$ cat config.mk
export PLATFORM = sky130hd
export DESIGN_NAME = led_key_scanner
export DESIGN_NICKNAME = d
export VERILOG_FILES = /design/src/rtl/lks_pkg.sv /design/src/rtl/lks_timer.sv /design/src/rtl/lks_debounce.sv /design/src/rtl/led_key_scanner.sv
export SDC_FILE = /design/constraint.sdc
export NUM_CORES = 1
export LEC_CHECK = 0
export ABC_CLOCK_PERIOD_IN_PS = 2600
export BUFFER_PORTS_ARGS = -buffer_cell sky130_fd_sc_hd__buf_2
export CAP_MARGIN = 10
export CORE_UTILIZATION = 47
export CTS_CLUSTER_DIAMETER = 150
export DETAILED_ROUTE_END_ITERATION = 7
export MAX_ROUTING_LAYER = met4
export PLACE_DENSITY = 0.68
export SETUP_SLACK_MARGIN = 0.15
export SKIP_LAST_GASP = 1
export SYNTH_ARGS = -nofsm -noshare
export SYNTH_HDL_FRONTEND = slang
export SYNTH_HIERARCHICAL = 1
export SYNTH_SLANG_ARGS = --single-unit
$ cat constraint.sdc
create_clock -name clk -period 2.6 [get_ports clk]
set_input_delay 0.13 -clock clk [delete_from_list [all_inputs] [get_ports clk]]
set_output_delay 0.13 -clock clk [all_outputs]
set_load 0.01 [all_outputs]
$ cat src/rtl/lks_pkg.sv
package lks_pkg;
  typedef enum logic {PH_SLOT = 1'b0, PH_GAP = 1'b1} scan_phase_e;
endpackage

$ cat src/rtl/lks_timer.sv
module lks_timer
  import lks_pkg::*;
#(
  parameter int DIG_N    = 5,
  parameter int PAIR_N   = 4,
  parameter int SLOT_CYC = 2000,
  parameter int GAP_CYC  = 60,
  localparam int DIG_W   = $clog2(DIG_N),
  localparam int PAIR_W  = $clog2(PAIR_N),
  localparam int STB_W   = PAIR_W + 1
) (
  input  logic              clk,
  input  logic              rst_n,
  input  logic              en_i,
  output scan_phase_e       phase_o,
  output logic [DIG_W-1:0]  dig_o,
  output logic [STB_W-1:0]  strobe_o,
  output logic              sample_o
);
  localparam int MAXC  = (SLOT_CYC > GAP_CYC) ? SLOT_CYC : GAP_CYC;
  localparam int CNT_W = $clog2(MAXC + 1);
  localparam int HALF  = GAP_CYC / 2;
  localparam logic [CNT_W-1:0] SLOT_LAST = CNT_W'(SLOT_CYC - 1);
  localparam logic [CNT_W-1:0] GAP_LAST  = CNT_W'(GAP_CYC - 1);
  localparam logic [CNT_W-1:0] HALF_LAST = CNT_W'(HALF - 1);
  localparam logic [DIG_W-1:0] DIG_LAST  = DIG_W'(DIG_N - 1);
  localparam logic [PAIR_W-1:0] PAIR_LAST = PAIR_W'(PAIR_N - 1);

  scan_phase_e       ph_q, ph_d;
  logic [CNT_W-1:0]  cnt_q, cnt_d;
  logic [DIG_W-1:0]  dig_q, dig_d;
  logic [PAIR_W-1:0] pair_q, pair_d;
  logic              half_b;

  always_comb begin
    ph_d   = ph_q;
    cnt_d  = cnt_q;
    dig_d  = dig_q;
    pair_d = pair_q;
    if (en_i) begin
      if (ph_q == PH_SLOT) begin
        if (cnt_q == SLOT_LAST) begin
          ph_d  = PH_GAP;
          cnt_d = '0;
        end else begin
          cnt_d = cnt_q + 1'b1;
        end
      end else begin
        if (cnt_q == GAP_LAST) begin
          ph_d   = PH_SLOT;
          cnt_d  = '0;
          dig_d  = (dig_q == DIG_LAST) ? '0 : dig_q + 1'b1;
          pair_d = (pair_q == PAIR_LAST) ? '0 : pair_q + 1'b1;
        end else begin
          cnt_d = cnt_q + 1'b1;
        end
      end
    end
  end

  always_ff @(posedge clk or negedge rst_n) begin
    if (!rst_n) begin
      ph_q   <= PH_SLOT;
      cnt_q  <= '0;
      dig_q  <= '0;
      pair_q <= '0;
    end else begin
      ph_q   <= ph_d;
      cnt_q  <= cnt_d;
      dig_q  <= dig_d;
      pair_q <= pair_d;
    end
  end

  assign half_b   = (cnt_q > HALF_LAST);
  assign phase_o  = ph_q;
  assign dig_o    = dig_q;
  assign strobe_o = {pair_q, half_b};
  assign sample_o = en_i && (ph_q == PH_GAP) &&
                    ((cnt_q == HALF_LAST) || (cnt_q == GAP_LAST));

  AST_PHASE_FRESH_COUNT: assert property (@(posedge clk) disable iff (!rst_n)
    (ph_q != $past(ph_q)) |-> (cnt_q == '0));

  AST_SLOT_FULL: assert property (@(posedge clk) disable iff (!rst_n)
    ((ph_q == PH_GAP) && ($past(ph_q) == PH_SLOT)) |-> ($past(cnt_q) == SLOT_LAST));
endmodule

$ cat src/rtl/lks_debounce.sv
module lks_debounce #(
  parameter int DEB_N = 3,
  localparam int CW   = $clog2(DEB_N)
) (
  input  logic clk,
  input  logic rst_n,
  input  logic sample_i,
  input  logic raw_i,
  output logic state_o,
  output logic change_o
);
  localparam logic [CW-1:0] RUN_LAST = CW'(DEB_N - 1);

  logic          st_q, st_d;
  logic [CW-1:0] run_q, run_d;

  always_comb begin
    st_d     = st_q;
    run_d    = run_q;
    change_o = 1'b0;
    if (sample_i) begin
      if (raw_i == st_q) begin
        run_d = '0;
      end else if (run_q == RUN_LAST) begin
        st_d     = raw_i;
        run_d    = '0;
        change_o = 1'b1;
      end else begin
        run_d = run_q + 1'b1;
      end
    end
  end

  always_ff @(posedge clk or negedge rst_n) begin
    if (!rst_n) begin
      st_q  <= 1'b0;
      run_q <= '0;
    end else begin
      st_q  <= st_d;
      run_q <= run_d;
    end
  end

  assign state_o = st_q;

  AST_STATE_ON_SAMPLE: assert property (@(posedge clk) disable iff (!rst_n)
    !$stable(st_q) |-> $past(sample_i));
endmodule

$ cat src/rtl/led_key_scanner.sv
module led_key_scanner
  import lks_pkg::*;
#(
  parameter int SEG_N    = 8,
  parameter int DIG_N    = 5,
  parameter int RET_N    = 2,
  parameter int SLOT_CYC = 2000,
  parameter int GAP_CYC  = 60,
  parameter int DEB_N    = 3,
  localparam int KEY_N   = SEG_N * RET_N,
  localparam int AW      = $clog2(DIG_N)
) (
  input  logic             clk,
  input  logic             rst_n,
  input  logic             wr_en_i,
  input  logic [AW-1:0]    wr_addr_i,
  input  logic [SEG_N-1:0] wr_data_i,
  input  logic             rd_stb_i,
  input  logic [RET_N-1:0] ki_i,
  output logic [SEG_N-1:0] seg_o,
  output logic [DIG_N-1:0] com_o,
  output logic [KEY_N-1:0] key_o,
  output logic [KEY_N-1:0] evt_o
);
  localparam int PAIR_N = SEG_N / 2;
  localparam int STB_W  = $clog2(PAIR_N) + 1;

  logic              run_q;
  scan_phase_e       phase;
  logic [AW-1:0]     dig;
  logic [STB_W-1:0]  strobe;
  logic              sample;
  logic [SEG_N-1:0]  pat_q [DIG_N];
  logic [RET_N-1:0]  ki_s1_q, ki_s2_q;
  logic [KEY_N-1:0]  chg;
  logic [KEY_N-1:0]  evt_q, evt_d;

  always_ff @(posedge clk or negedge rst_n) begin
    if (!rst_n) run_q <= 1'b0;
    else        run_q <= 1'b1;
  end

  lks_timer #(
    .DIG_N(DIG_N), .PAIR_N(PAIR_N), .SLOT_CYC(SLOT_CYC), .GAP_CYC(GAP_CYC)
  ) u_timer (
    .clk(clk), .rst_n(rst_n), .en_i(run_q),
    .phase_o(phase), .dig_o(dig), .strobe_o(strobe), .sample_o(sample)
  );

  always_ff @(posedge clk or negedge rst_n) begin
    if (!rst_n) begin
      for (int i = 0; i < DIG_N; i++) pat_q[i] <= '0;
    end else if (wr_en_i && (int'(wr_addr_i) < DIG_N)) begin
      pat_q[wr_addr_i] <= wr_data_i;
    end
  end

  always_comb begin
    seg_o = '0;
    com_o = '0;
    if (run_q) begin
      if (phase == PH_SLOT) begin
        com_o[dig] = 1'b1;
        seg_o      = pat_q[dig];
      end else begin
        seg_o[strobe] = 1'b1;
      end
    end
  end

  always_ff @(posedge clk or negedge rst_n) begin
    if (!rst_n) begin
      ki_s1_q <= '0;
      ki_s2_q <= '0;
    end else begin
      ki_s1_q <= ki_i;
      ki_s2_q <= ki_s1_q;
    end
  end

  for (genvar k = 0; k < KEY_N; k++) begin : g_key
    localparam int SEG_IDX = k / RET_N;
    localparam int RET_IDX = k % RET_N;
    lks_debounce #(.DEB_N(DEB_N)) u_deb (
      .clk(clk), .rst_n(rst_n),
      .sample_i(sample && (strobe == STB_W'(SEG_IDX))),
      .raw_i(ki_s2_q[RET_IDX]),
      .state_o(key_o[k]),
      .change_o(chg[k])
    );
  end

  always_comb begin
    evt_d = (rd_stb_i ? '0 : evt_q) | chg;
  end

  always_ff @(posedge clk or negedge rst_n) begin
    if (!rst_n) evt_q <= '0;
    else        evt_q <= evt_d;
  end

  assign evt_o = evt_q;

  AST_COM_ONEHOT: assert property (@(posedge clk) disable iff (!rst_n)
    $onehot0(com_o));

  AST_GAP_SINGLE_STROBE: assert property (@(posedge clk) disable iff (!rst_n)
    (run_q && (com_o == '0)) |-> ($countones(seg_o) == 1));

  AST_READ_LEAVES_NEW_ONLY: assert property (@(posedge clk) disable iff (!rst_n)
    rd_stb_i |=> ((evt_o & ~(key_o ^ $past(key_o))) == '0));

  AST_FLAG_ON_CHANGE: assert property (@(posedge clk) disable iff (!rst_n)
    (key_o != $past(key_o)) |-> ((evt_o & (key_o ^ $past(key_o))) == (key_o ^ $past(key_o))));
endmodule

==> run_results.csv <==
group,metric,value,unit
clocking,clock_path_buffers,2,
critical_path,crit_required,2.47,ns
global_route,antenna_found_initial,0,
critical_path,max_stage_delay,0.44,ns
yosys,synth-async-reset-ratio,1.000,
timing,grt_setup_unrepaired,"false",
timing,slew_violations,0,
timing,setup_violations,0,
clocking,htreeDepth,4,
timing,fin_ws,0.2218,ns
route,vias,4513,
power_and_ir_drop,pwr-share-clk,0.473,
clocking,cts_root_buf,"clkbuf_16",
critical_path,cp_data_arrival_time,2.25,ns
clocking,cts_buffers,17,
placement,io_buffers,61,
die,core-area,12670,sq um
flow_run,drv_cap,0,
placement,place_congestion,0.8662,
timing,tightest_slew,0.7348,ns
global_route,grt_pass1_vias,4530,
route,route.detailed.drc,0,
timing,slew_headroom,0.5101,
die,die_y,116.2,microns
cells_and_area,layout-drive-gt1-share,0.3194,
yosys,synthesis.area_per_instance,11.29,sq um
critical_path,critical-path-top-delay-family,"compound AO/OA/AOI/OAI gates",
power_and_ir_drop,p_leak,3.432,nW
die,start_util,0.4838,
power_and_ir_drop,p_comb_frac,0.110,
route,antenna_left,0,
worst_hold_path,hp-class,"input port to flip-flop",
yosys,yosysWarnings,6,
global_route,grt_pass1_wl,22100,microns
die,die_area,13500,sq um
cells_and_area,final_nets,654,
critical_path,crit_slowest_cell,"dfrtp_2",
critical_path,critPathKind,"flip-flop to primary output",
timing,hold_slack,0.01443,ns
route,drt_iter0_drc,238,
outcome,status,"completed",
die,ios,62,
power_and_ir_drop,swShare,0.2345,
critical_path,cp_max_fo,7,
placement,place_ws,0.03069,ns
power_and_ir_drop,max-vdd-ir-drop,0.5116,mV
timing,max_freq,0.4205,GHz
placement,hpwl,8841,microns
critical_path,start_kind,"flip-flop",
yosys,syn_area,6130,sq um
route,first_pass_iters,4,
route,routed_wl,13160,microns
yosys,ys_ff_latch,126,
global_route,use_met1,0.2685,
yosys,yosysSeqAreaShare,0.5144,
yosys,syn_inst,543,
clocking,cts.sinks,126,
critical_path,cp_num_buf_inv,2,
power_and_ir_drop,switching_power,1.294,mW
timing,min_period_over_period,0.9147,
die,die_w,116.2,microns
timing,finalHoldViolCount,0,
global_route,busiest_layer,"met2",
yosys,syn-num-nets,565,
route,viasPerCell,5.524,
critical_path,cp_cell_sequence,"ha_2 > nor3_2 > or3_4 > inv_2 > o31ai_2 > o311a_1 > buf_2",
power_and_ir_drop,intPower,4.225,mW
global_route,grt_max_degree,59,
clocking,cts.clk_slew.worst_paths,0.06,ns
critical_path,cp-end-kind,"primary output",
yosys,synth_cell_type_count,45,
timing,period_minus_slack,2.378,ns
power_and_ir_drop,seq_power_share,0.416,
global_route,grtUsageMet3,0.05605,
clocking,cts_tree,"yes",
timing,finalSetupTns,0,ns
route,wl_per_cell,16.11,microns
yosys,synth_edf_count,0,
power_and_ir_drop,power_density,731.6,nW/um^2
clocking,insertion_delay,0.42,ns
global_route,grtUsageMet2,0.3599,
cells_and_area,area_growth,23.09,%
cells_and_area,antenna_cells,0,
timing,fin_skew,0.007437,ns
die,placementRows,41,
yosys,synthFlopType,"dfrtp_1",
global_route,gr-total-overflow,0,
global_route,grt.total_usage,0.2228,
-- synth_stat cells (3+ instances only) --
master,instances,area [sq um]
mux2i_1,8,80.08
or3b_1,16,140.1
nand3b_1,35,262.8
nor2b_1,7,43.79
nand2b_1,13,81.33
mux2_2,61,686.9
o21ai_0,10,50.05
xnor2_1,22,192.7
o22ai_1,33,206.5
nand2_1,18,67.56
nor2_1,37,138.9
a21oi_1,11,55.05
a211oi_1,12,90.09
or3_1,3,18.77
o31ai_1,4,30.03
buf_2,8,40.04
nand3_1,7,35.03
ha_1,5,62.56
clkbuf_1,6,22.52
dfrtp_1,126,3153
o311a_1,7,70.07
nor3_1,10,50.05
a21o_1,17,127.6
inv_1,39,146.4
-- per-layer routing --
layer,wire (microns),share of wire,vias up
met2,6442,0.49,88
met1,5993,0.46,2272
met3,457,0.035,26
met5,0,0,-
met4,267,0.020,0
li1,-,-,2127
-- stage by stage --
stage	total power [mW]	utilization	instance area [sq um]	std cells
6_report	5.519	0.5954	7545	817
5_1_grt	5.747	0.5954	7545	817
3_5_place_dp	2.862	0.5286	6698	774
2_1_floorplan	2.699	-	6140	543
3_3_place_gp	2.826	0.5286	6698	774
4_1_cts	5.530	0.5900	7476	815
-- final timing paths --
kind	start	end	slack [ns]	cells past startpoint
max in group asynchronous	rst_n	u_timer/cnt_q[6]	1.50	3
worst min register to register	ki_s1_q[0]	ki_s2_q[0]	0.35	0
worst max register to register	u_timer/cnt_q[1]	g_key[3].u_deb/run_q[0]	0.29	10
worst max-delay path	u_timer/cnt_q[0]	seg_o[1]	0.22	7
worst min-delay path	wr_data_i[1]	pat_q[1]	0.01	2
min in group asynchronous	rst_n	ki_s2_q[1]	0.30	2
-- state kept, by name, indices dropped and copies added (netlist names) --
signal and flops:
u_timer/pair_q 2, u_timer/cnt_q 11, ki_s1_q 2, ki_s2_q 2, g_key.u_deb/state_o 16, g_key.u_deb/run_q 32, u_timer/dig_o 3, pat_q 40
evt_o 16, run_q 1, u_timer/phase_o 1
-- power by group through the flow --
stage               Clock (mW)  Sequential, mW  Combinational, mW
CTS                       2.66            2.29              0.579
detailed placement           0            2.32              0.545
global placement             0            2.30              0.521
floorplan                    0            2.26              0.439
global route              2.74            2.32              0.681
finish                    2.61            2.30              0.610
-- cell usage in the layout (no fill, tap or decap), drive strengths merged, types with 2 or more instances in the layout --
cell type	n
nor4	2
o22ai	33
a21o	17
nand2	18
nand2b	13
buf	78
mux2i	8
nor2	38
nand3	7
nor3b	4
o31ai	4
nand4	2
a211oi	12
or3b	16
inv	39
nor2b	7
nor3	12
o21ai	10
mux2	61
bufinv	5
o311a	7
clkinv	5
or3	3
or2	2
dlygate4sd3	9
dfrtp	126
ha	5
a21oi	11
clkbuf	21
nand3b	35
or2b	2
xnor2	22
-- cell type report --
type	instances	area, sq um
timing repair buffer	87	538.0
multi-input combinational	361	2825
sequential	126	3163
tap	172	215.2
fill	1055	5126
inverter	39	146.4
clock inverter	11	186.4
clock buffer	21	470.5
-- cell families after synthesis --
| logic type | count (synthesis) | share of synthesized area |
|---|---|---|
| buffers and inverters | 56 | 0.03858 |
| adders and majority gates | 5 | 0.01021 |
| xor gates and xnor gates | 22 | 0.03143 |
| other | 1 | 0.0006118 |
| muxes | 69 | 0.1251 |
| and+or+nand+nor | 165 | 0.1666 |
| DFF | 126 | 0.5144 |
| AOI/OAI and AO/OA | 99 | 0.1131 |
-- repair_timing --
action / CTS / global route
gates resized for setup: 10 / 20
setup endpoints to repair: 13 / 49
buffers inserted: 0 / 2
hold buffers: 9 / 0
hold endpoints to repair: 81 / 0
pin swaps: 0 / 1
Note: power is estimated with default switching activity, not from simulation.
